`src/rtl/dma_xfer_pkg.sv`:
```
// Shared encodings for the two-channel DMA transfer controller.
// Assumes: control word field positions are fixed by the register write port.
package dma_xfer_pkg;
    localparam int CTL_W    = 10;
    localparam int CB_EN    = 0;
    localparam int CB_PACE  = 1;
    localparam int CB_EDGE  = 3;
    localparam int CB_SSTEP = 4;
    localparam int CB_DSTEP = 6;
    localparam int CB_SIO   = 8;
    localparam int CB_DIO   = 9;

    localparam logic [1:0] SEL_SRC = 2'd0;
    localparam logic [1:0] SEL_DST = 2'd1;
    localparam logic [1:0] SEL_CNT = 2'd2;
    localparam logic [1:0] SEL_CTL = 2'd3;

    localparam logic [1:0] STEP_UP   = 2'd0;
    localparam logic [1:0] STEP_DOWN = 2'd1;

    typedef enum logic [1:0] {
        PACE_REQ     = 2'd0,
        PACE_BURST   = 2'd1,
        PACE_STEAL   = 2'd2,
        PACE_REQ_ALT = 2'd3
    } pace_e;

    typedef enum logic [1:0] {
        ENG_IDLE     = 2'd0,
        ENG_WAIT_GNT = 2'd1,
        ENG_READ     = 2'd2,
        ENG_WRITE    = 2'd3
    } eng_st_e;
endpackage

```
`src/rtl/dma_xfer_chan.sv`:
```
// One DMA channel: holds the address, count and control registers, senses the
// request line by level or falling edge, and steps its addresses after each byte.
// Assumes: dreq_n is already synchronous to clk; software does not write a
// channel while it is moving a byte (a write would win over the step).
module dma_xfer_chan
    import dma_xfer_pkg::*;
#(
    parameter int AW  = 20,
    parameter int IOW = 16,
    parameter int CW  = 16
) (
    input  logic          clk,
    input  logic          rst_n,
    input  logic          cfg_we,
    input  logic [1:0]    cfg_sel,
    input  logic [AW-1:0] cfg_wdata,
    input  logic          dreq_n,
    input  logic          adv,
    output logic          pend,
    output logic          cont,
    output logic          last,
    output logic          done,
    output pace_e         pace,
    output logic [AW-1:0] src_bus,
    output logic [AW-1:0] dst_bus,
    output logic          src_io,
    output logic          dst_io
);
    localparam int HI_W = AW - IOW;

    logic [AW-1:0]    src_q;
    logic [AW-1:0]    dst_q;
    logic [CW-1:0]    cnt_q;
    logic [CTL_W-1:0] ctl_q;
    logic             flag_q;
    logic             prev_q;
    logic             done_q;
    logic             en;
    logic             edge_sense;
    logic             edge_now;
    logic             level_on;
    logic             req_ok;
    logic             ctl_wr;

    function automatic logic [AW-1:0] stepped(input logic [AW-1:0] a, input logic [1:0] s);
        case (s)
            STEP_UP:   return a + AW'(1);
            STEP_DOWN: return a - AW'(1);
            default:   return a;
        endcase
    endfunction

    function automatic logic [AW-1:0] to_bus(input logic [AW-1:0] a, input logic io);
        return io ? {{HI_W{1'b0}}, a[IOW-1:0]} : a;
    endfunction

    // Decode control fields and request conditions.
    always_comb begin
        en         = ctl_q[CB_EN];
        edge_sense = ctl_q[CB_EDGE];
        pace       = pace_e'(ctl_q[CB_PACE +: 2]);
        src_io     = ctl_q[CB_SIO];
        dst_io     = ctl_q[CB_DIO];
        level_on   = ~dreq_n;
        edge_now   = prev_q & ~dreq_n;
        req_ok     = edge_sense ? flag_q : level_on;
        pend       = en & ((pace == PACE_BURST) | (pace == PACE_STEAL) | req_ok);
        cont       = edge_sense ? edge_now : level_on;
        last       = (cnt_q == CW'(1));
        ctl_wr     = cfg_we & (cfg_sel == SEL_CTL);
        src_bus    = to_bus(src_q, ctl_q[CB_SIO]);
        dst_bus    = to_bus(dst_q, ctl_q[CB_DIO]);
        done       = done_q;
    end

    // Register file: software writes win, else step after each written byte.
    always_ff @(posedge clk) begin
        if (!rst_n) begin
            src_q <= '0;
            dst_q <= '0;
            cnt_q <= '0;
            ctl_q <= '0;
        end else if (cfg_we) begin
            case (cfg_sel)
                SEL_SRC: src_q <= cfg_wdata;
                SEL_DST: dst_q <= cfg_wdata;
                SEL_CNT: cnt_q <= cfg_wdata[CW-1:0];
                default: ctl_q <= cfg_wdata[CTL_W-1:0];
            endcase
        end else if (adv) begin
            src_q <= stepped(src_q, ctl_q[CB_SSTEP +: 2]);
            dst_q <= stepped(dst_q, ctl_q[CB_DSTEP +: 2]);
            cnt_q <= cnt_q - CW'(1);
            if (last) begin
                ctl_q[CB_EN] <= 1'b0;
            end
        end
    end

    // Remember the previous request level for edge detection.
    always_ff @(posedge clk) begin
        if (!rst_n) begin
            prev_q <= 1'b1;
        end else begin
            prev_q <= dreq_n;
        end
    end

    // Pending-edge flag: set by a falling edge, consumed by a byte.
    always_ff @(posedge clk) begin
        if (!rst_n) begin
            flag_q <= 1'b0;
        end else if (ctl_wr) begin
            flag_q <= 1'b0;
        end else if (en && edge_now) begin
            flag_q <= 1'b1;
        end else if (adv) begin
            flag_q <= 1'b0;
        end
    end

    // One-clock end-of-block pulse.
    always_ff @(posedge clk) begin
        if (!rst_n) begin
            done_q <= 1'b0;
        end else begin
            done_q <= adv & last;
        end
    end
endmodule

```
`src/rtl/dma_xfer_pick.sv`:
```
// Fixed-priority selector: the lowest-numbered ready channel wins.
// Assumes: NCH >= 1.
module dma_xfer_pick #(
    parameter int NCH = 2,
    localparam int CHW = (NCH > 1) ? $clog2(NCH) : 1
) (
    input  logic [NCH-1:0] ready,
    output logic           any,
    output logic [CHW-1:0] idx
);
    // Scan from the highest index down so the lowest ready one is left.
    always_comb begin
        any = |ready;
        idx = '0;
        for (int i = NCH - 1; i >= 0; i--) begin
            if (ready[i]) begin
                idx = CHW'(i);
            end
        end
    end
endmodule

```
`src/rtl/dma_xfer_engine.sv`:
```
// Bus sequencer: requests the bus, waits for the grant, then runs a read cycle
// and a write cycle per byte, choosing after each write whether to go on.
// Assumes: bus_gnt stays high while bus_req is high once given; one-clock cycles.
module dma_xfer_engine
    import dma_xfer_pkg::*;
#(
    parameter int NCH = 2,
    parameter int AW  = 20,
    parameter int DW  = 8,
    localparam int CHW = (NCH > 1) ? $clog2(NCH) : 1
) (
    input  logic           clk,
    input  logic           rst_n,
    input  logic           pend_any,
    input  logic [CHW-1:0] pick,
    input  pace_e          pace_s,
    input  logic           last_s,
    input  logic           cont_s,
    input  logic [AW-1:0]  src_s,
    input  logic [AW-1:0]  dst_s,
    input  logic           src_io_s,
    input  logic           dst_io_s,
    input  logic           bus_gnt,
    input  logic [DW-1:0]  bus_rdata,
    output logic [CHW-1:0] cur,
    output logic           beat,
    output logic           bus_req,
    output logic           bus_rd,
    output logic           bus_wr,
    output logic           bus_io,
    output logic [AW-1:0]  bus_addr,
    output logic [DW-1:0]  bus_wdata
);
    eng_st_e        st_q;
    logic [CHW-1:0] cur_q;
    logic [DW-1:0]  data_q;

    // Drive the bus from the current state.
    always_comb begin
        cur       = cur_q;
        bus_req   = (st_q != ENG_IDLE);
        bus_rd    = (st_q == ENG_READ);
        bus_wr    = (st_q == ENG_WRITE);
        beat      = bus_wr;
        bus_addr  = '0;
        bus_io    = 1'b0;
        bus_wdata = '0;
        if (st_q == ENG_READ) begin
            bus_addr = src_s;
            bus_io   = src_io_s;
        end else if (st_q == ENG_WRITE) begin
            bus_addr  = dst_s;
            bus_io    = dst_io_s;
            bus_wdata = data_q;
        end
    end

    // Sequence the tenure and latch the read byte.
    always_ff @(posedge clk) begin
        if (!rst_n) begin
            st_q   <= ENG_IDLE;
            cur_q  <= '0;
            data_q <= '0;
        end else begin
            case (st_q)
                ENG_IDLE: begin
                    if (pend_any) begin
                        cur_q <= pick;
                        st_q  <= ENG_WAIT_GNT;
                    end
                end
                ENG_WAIT_GNT: begin
                    if (bus_gnt) begin
                        st_q <= ENG_READ;
                    end
                end
                ENG_READ: begin
                    data_q <= bus_rdata;
                    st_q   <= ENG_WRITE;
                end
                default: begin
                    if (last_s) begin
                        st_q <= ENG_IDLE;
                    end else begin
                        case (pace_s)
                            PACE_BURST: st_q <= ENG_READ;
                            PACE_STEAL: st_q <= ENG_IDLE;
                            default:    st_q <= cont_s ? ENG_READ : ENG_IDLE;
                        endcase
                    end
                end
            endcase
        end
    end
endmodule

```
`src/rtl/dma_xfer_ctrl.sv`:
```
// Top of the DMA transfer controller: NCH channels, a fixed-priority picker and
// one bus sequencer shared by all channels.
// Assumes: AW >= CW and AW >= the control word width; cfg_ch < NCH.
module dma_xfer_ctrl
    import dma_xfer_pkg::*;
#(
    parameter int NCH = 2,
    parameter int AW  = 20,
    parameter int IOW = 16,
    parameter int CW  = 16,
    parameter int DW  = 8,
    localparam int CHW = (NCH > 1) ? $clog2(NCH) : 1
) (
    input  logic           clk,
    input  logic           rst_n,
    input  logic           cfg_we,
    input  logic [CHW-1:0] cfg_ch,
    input  logic [1:0]     cfg_sel,
    input  logic [AW-1:0]  cfg_wdata,
    input  logic [NCH-1:0] dreq_n,
    output logic           bus_req,
    input  logic           bus_gnt,
    output logic           bus_rd,
    output logic           bus_wr,
    output logic           bus_io,
    output logic [AW-1:0]  bus_addr,
    input  logic [DW-1:0]  bus_rdata,
    output logic [DW-1:0]  bus_wdata,
    output logic [NCH-1:0] done
);
    logic [NCH-1:0]         pend_v;
    logic [NCH-1:0]         cont_v;
    logic [NCH-1:0]         last_v;
    logic [NCH-1:0]         sio_v;
    logic [NCH-1:0]         dio_v;
    logic [NCH-1:0]         adv_v;
    pace_e [NCH-1:0]        pace_v;
    logic [NCH-1:0][AW-1:0] src_v;
    logic [NCH-1:0][AW-1:0] dst_v;
    logic                   pend_any;
    logic [CHW-1:0]         pick;
    logic [CHW-1:0]         cur;
    logic                   beat;

    for (genvar i = 0; i < NCH; i++) begin : g_ch
        dma_xfer_chan #(.AW(AW), .IOW(IOW), .CW(CW)) u_chan (
            .clk       (clk),
            .rst_n     (rst_n),
            .cfg_we    (cfg_we && (cfg_ch == CHW'(i))),
            .cfg_sel   (cfg_sel),
            .cfg_wdata (cfg_wdata),
            .dreq_n    (dreq_n[i]),
            .adv       (adv_v[i]),
            .pend      (pend_v[i]),
            .cont      (cont_v[i]),
            .last      (last_v[i]),
            .done      (done[i]),
            .pace      (pace_v[i]),
            .src_bus   (src_v[i]),
            .dst_bus   (dst_v[i]),
            .src_io    (sio_v[i]),
            .dst_io    (dio_v[i])
        );
        assign adv_v[i] = beat && (cur == CHW'(i));
    end

    dma_xfer_pick #(.NCH(NCH)) u_pick (
        .ready (pend_v),
        .any   (pend_any),
        .idx   (pick)
    );

    dma_xfer_engine #(.NCH(NCH), .AW(AW), .DW(DW)) u_eng (
        .clk       (clk),
        .rst_n     (rst_n),
        .pend_any  (pend_any),
        .pick      (pick),
        .pace_s    (pace_v[cur]),
        .last_s    (last_v[cur]),
        .cont_s    (cont_v[cur]),
        .src_s     (src_v[cur]),
        .dst_s     (dst_v[cur]),
        .src_io_s  (sio_v[cur]),
        .dst_io_s  (dio_v[cur]),
        .bus_gnt   (bus_gnt),
        .bus_rdata (bus_rdata),
        .cur       (cur),
        .beat      (beat),
        .bus_req   (bus_req),
        .bus_rd    (bus_rd),
        .bus_wr    (bus_wr),
        .bus_io    (bus_io),
        .bus_addr  (bus_addr),
        .bus_wdata (bus_wdata)
    );
endmodule

```
`config.mk`:
```
export PLATFORM = sky130hd
export DESIGN_NAME = dma_xfer_ctrl
export DESIGN_NICKNAME = d
export VERILOG_FILES = /design/src/rtl/dma_xfer_pkg.sv /design/src/rtl/dma_xfer_chan.sv /design/src/rtl/dma_xfer_pick.sv /design/src/rtl/dma_xfer_engine.sv /design/src/rtl/dma_xfer_ctrl.sv
export SDC_FILE = /design/constraint.sdc
export NUM_CORES = 1
export LEC_CHECK = 0
export ABC_AREA = 1
export BUFFER_PORTS_ARGS = -buffer_cell sky130_fd_sc_hd__buf_2
export CAP_MARGIN = 40
export CORE_ASPECT_RATIO = 1.2
export CORE_MARGIN = 1
export CORE_UTILIZATION = 40
export DETAILED_ROUTE_END_ITERATION = 6
export PLACE_DENSITY = 0.67
export SYNTH_ARGS = -nofsm -noshare
export SYNTH_HDL_FRONTEND = slang
export SYNTH_HIERARCHICAL = 1
export SYNTH_SLANG_ARGS = --single-unit
```
`constraint.sdc`:
```
create_clock -name clk -period 5.6 [get_ports clk]
set_input_delay 0.56 -clock clk [delete_from_list [all_inputs] [get_ports clk]]
set_output_delay 0.56 -clock clk [all_outputs]
set_load 0.01 [all_outputs]
```
==> qor.json <==
{
  "clock_path_buffers": 2,
  "min_path_type": "in2reg",
  "cts.htree.levels": 4,
  "result_of_the_run": "finished, violations left",
  "count_of_buffers_inserted_at_the_top_level_ports": 70,
  "wire_per_inst_um": 17.4,
  "number_of_antenna_violations_at_the_first_check_in_global_routing": 0,
  "grt_use_total_pct": 27.7,
  "cts.sink_count": 149,
  "grt_start_max_net_pins": 86,
  "post_cts_buffers": 0,
  "min_from": "dreq_n[0]",
  "setup_tns_ns": 0,
  "final_layout_size_suffix_gt1_share_pct": 11.8,
  "postSynthRegisterBits": 149,
  "slew_viol_final": 0,
  "cts_buffers": 17,
  "worst_clock_skew_ns": 0.0154,
  "timing.slew.headroom_pct": 38.2,
  "clkSlewWorstSetupHoldPaths_ns": 0.06,
  "critical_path.reg2reg.startpoint": "u_eng/cur",
  "cts_tree": "built",
  "crit_path_start_kind": "flop",
  "yosysSeqAreaShare_pct": 21.4,
  "chipWidth_um": 172,
  "vias": 15600,
  "grt_setup_unrepaired": "false",
  "remaining_drc_errors": 5,
  "num_antenna_cells": 0,
  "number_of_nets_produced_by_synthesis": 2456,
  "setup.worst_path.class": "reg2out",
  "ys_warn_count": 6,
  "syn-instance-count": 2405,
  "clock_tree_root_driver_cell": "sky130_fd_sc_hd__clkbuf_16",
  "hpwl_mm": 37.7,
  "finalWirelength_mm": 48.9,
  "max_cap_viol_count": 0,
  "gpl.final_weighted_congestion": 0.988,
  "post_synth.cell_area_avg_um2": 5.79,
  "final_design_area_excluding_fillers_mm2": 0.0144,
  "worst-path-max-fanout": 46,
  "finalCritPeriodShare_pct": 54.2,
  "number_of_global_route_vias_before_repair": 14100,
  "required_time_at_the_endpoint_of_the_critical_path_ns": 5.04,
  "pwr_density_cell_mw_per_mm2": 233,
  "ctsHoldBuffers": 0,
  "dieArea_mm2": 0.0356,
  "grt_first_pass_wirelength_mm": 75.9,
  "setup-violations-final": 0,
  "remaining_global_route_overflow": 0,
  "post_cts_resized": 0,
  "boundaryPins": 71,
  "cp.arrival_ns": 2.48,
  "total_leakage_power_nw": 7.17,
  "failing_checks": "design-rule violations",
  "tightestPinTransition_ns": 0.925,
  "period_minus_slack_ns": 3.04,
  "drtIter0Drc": 1576,
  "synthDistinctLibCells": 41,
  "fp.dieH_um": 206,
  "fillCellCount": 3786,
  "floorplan.initialDensity_pct": 40.8,
  "drt.antenna.violating_nets": 0,
  "finalNetCount": 2392,
  "critical_path.startpoint": "u_eng/cur",
  "drt_first_pass_iters": 7,
  "vias_per_cell": 5.54,
  "core_area_mm2": 0.0342,
  "mappedNetlistArea_mm2": 0.0139,
  "endpoint_kind": "primary output",
  "layout-area-overhead-vs-synth_pct": 3.50,
  "max_freq_mhz": 329,
  "worstSkewPairLatency_ns": 0.44,
  "floorplan.rows": 74,
  "hold_violations": 0,
  "vdd.ir_drop.worst_mv": 0.194,
  "place_area_mm2": 0.0138
}
-- critical path, stage by stage (launching register included) --
cell                      delay (ns)
sky130_fd_sc_hd__dfxtp_2        0.38
sky130_fd_sc_hd__buf_4          0.27
sky130_fd_sc_hd__inv_2          0.58
sky130_fd_sc_hd__nand2_1        0.14
sky130_fd_sc_hd__nand2_1        0.17
sky130_fd_sc_hd__nand3_1        0.11
sky130_fd_sc_hd__nand2_1        0.21
sky130_fd_sc_hd__buf_2          0.17
-- state kept, by name, summed over array words and instances, names as in the netlist --
register and cells:
g_ch.u_chan/cnt_q 32, g_ch.u_chan/ctl_q 20, g_ch.u_chan/done 2, g_ch.u_chan/dst_q 40, g_ch.u_chan/flag_q 2, g_ch.u_chan/prev_q 2
g_ch.u_chan/src_q 40, u_eng/cur 1, u_eng/data_q 8, u_eng/st_q 2
-- Yosys cell counts --
master,instances,area share [%]
sky130_fd_sc_hd__inv_1,280,7.5
sky130_fd_sc_hd__inv_4,4,0.18
sky130_fd_sc_hd__a31oi_1,64,2.9
sky130_fd_sc_hd__nand3_2,10,0.72
sky130_fd_sc_hd__o21a_1,2,0.11
sky130_fd_sc_hd__nor4_1,1,0.045
sky130_fd_sc_hd__nor3_1,11,0.40
sky130_fd_sc_hd__a21oi_1,109,3.9
sky130_fd_sc_hd__nand2_1,712,19
sky130_fd_sc_hd__nand4_1,18,0.81
sky130_fd_sc_hd__buf_1,2,0.054
sky130_fd_sc_hd__dfxtp_1,149,21
sky130_fd_sc_hd__o21bai_2,3,0.24
sky130_fd_sc_hd__o21ai_0,173,6.2
sky130_fd_sc_hd__nor2_1,216,5.8
sky130_fd_sc_hd__buf_2,28,1.0
sky130_fd_sc_hd__buf_12,3,0.43
sky130_fd_sc_hd__a21oi_2,10,0.63
sky130_fd_sc_hd__nor2_4,10,0.81
sky130_fd_sc_hd__and3_1,1,0.045
sky130_fd_sc_hd__nand2_8,4,0.58
sky130_fd_sc_hd__a211oi_1,2,0.11
sky130_fd_sc_hd__a41oi_2,1,0.12
sky130_fd_sc_hd__clkbuf_1,38,1.0
sky130_fd_sc_hd__xor2_1,9,0.57
sky130_fd_sc_hd__a41oi_1,49,3.1
sky130_fd_sc_hd__a21boi_0,4,0.22
sky130_fd_sc_hd__ha_1,14,1.3
sky130_fd_sc_hd__inv_2,15,0.40
sky130_fd_sc_hd__buf_4,80,4.3
sky130_fd_sc_hd__buf_6,13,1.1
sky130_fd_sc_hd__o21bai_1,1,0.054
sky130_fd_sc_hd__nand3_1,252,9.1
sky130_fd_sc_hd__nand2_4,7,0.57
sky130_fd_sc_hd__nor3_2,3,0.22
sky130_fd_sc_hd__nor2_2,28,1.3
sky130_fd_sc_hd__o31a_1,1,0.063
sky130_fd_sc_hd__o31ai_1,2,0.11
sky130_fd_sc_hd__nand2_2,69,3.1
sky130_fd_sc_hd__xnor2_1,6,0.38
sky130_fd_sc_hd__clkinv_1,1,0.027
-- path summary, 6_finish.rpt --
kind / slack, ns / end / cells past startpoint
worst max register to register: 2.83 / g_ch[1].u_chan/src_q[18] / 10
worst min register to register: 0.47 / u_eng/data_q[5] / 2
worst min-delay path: 0.37 / g_ch[0].u_chan/prev_q / 3
worst max-delay path: 2.56 / bus_addr[12] / 7
-- metrics by stage --
stage	total power [mW]	util [%]	hold slack [ns]	std cells	setup slack (ns)
after detailed placement	2.21	40.5	0.464	2778	2.81
after global placement	2.19	40.5	0.462	2777	2.84
after floorplan	2.00	-	0.447	2405	3.68
final	3.36	42.2	0.374	2810	2.56
after CTS	3.36	42.2	0.353	2810	2.58
after global routing	3.53	42.2	0.373	2810	2.45
-- area by class of cell --
cell class              count  area, µm²  area share [%]
multi-input cells        1792       8710            60.4
flip-flops and latches    149       2980            20.7
inverters                 300       1140            7.88
well taps                 456        571            3.96
clock buffers              20        447            3.10
repair buffers             81        443            3.07
clock inverters            12        120           0.833
-- cell usage in the layout, fill, tap and decap left out, types with 18 or more instances in the layout --
| cell | Yosys | layout |
|---|---|---|
| sky130_fd_sc_hd__a21oi_1 | 109 | 109 |
| sky130_fd_sc_hd__a41oi_1 | 49 | 49 |
| sky130_fd_sc_hd__buf_2 | 28 | 69 |
| sky130_fd_sc_hd__nand2_2 | 69 | 69 |
| sky130_fd_sc_hd__o21ai_0 | 173 | 173 |
| sky130_fd_sc_hd__nand4_1 | 18 | 18 |
| sky130_fd_sc_hd__inv_1 | 280 | 280 |
| sky130_fd_sc_hd__nor2_1 | 216 | 215 |
| sky130_fd_sc_hd__nor2_2 | 28 | 29 |
| sky130_fd_sc_hd__a31oi_1 | 64 | 64 |
| sky130_fd_sc_hd__nand3_1 | 252 | 252 |
| sky130_fd_sc_hd__dfxtp_1 | 149 | 148 |
| sky130_fd_sc_hd__nand2_1 | 712 | 712 |
-- logic make-up after synthesis --
| family | after synthesis | synth area share, % |
|---|---|---|
| xor+xnor | 15 | 0.943 |
| buf+inv | 464 | 16.0 |
| fa+ha+maj | 14 | 1.26 |
| flops | 149 | 21.4 |
| compound gates | 421 | 17.7 |
| simple gates | 1342 | 42.6 |
-- per-layer routing --
layer  wire [µm]  part of all wire [%]  track usage (%)  up-vias
li1            -                     -                -     7617
met2       22400                    46             45.4      694
met4        3320                   6.8             18.4        0
met5           0                     0                0        -
met1       19600                    40             33.9     7118
met3        3510                   7.2             3.01      152
-- where the power goes --
part / switching [mW] / leakage, nW / total, mW / internal [mW]
Sequential: 0.0954 / 1.21 / 1.24 / 1.14
Combinational: 0.685 / 5.70 / 0.973 / 0.288
Clock: 0.518 / 0.260 / 1.15 / 0.631
Note: power is estimated with default switching activity, not from simulation.
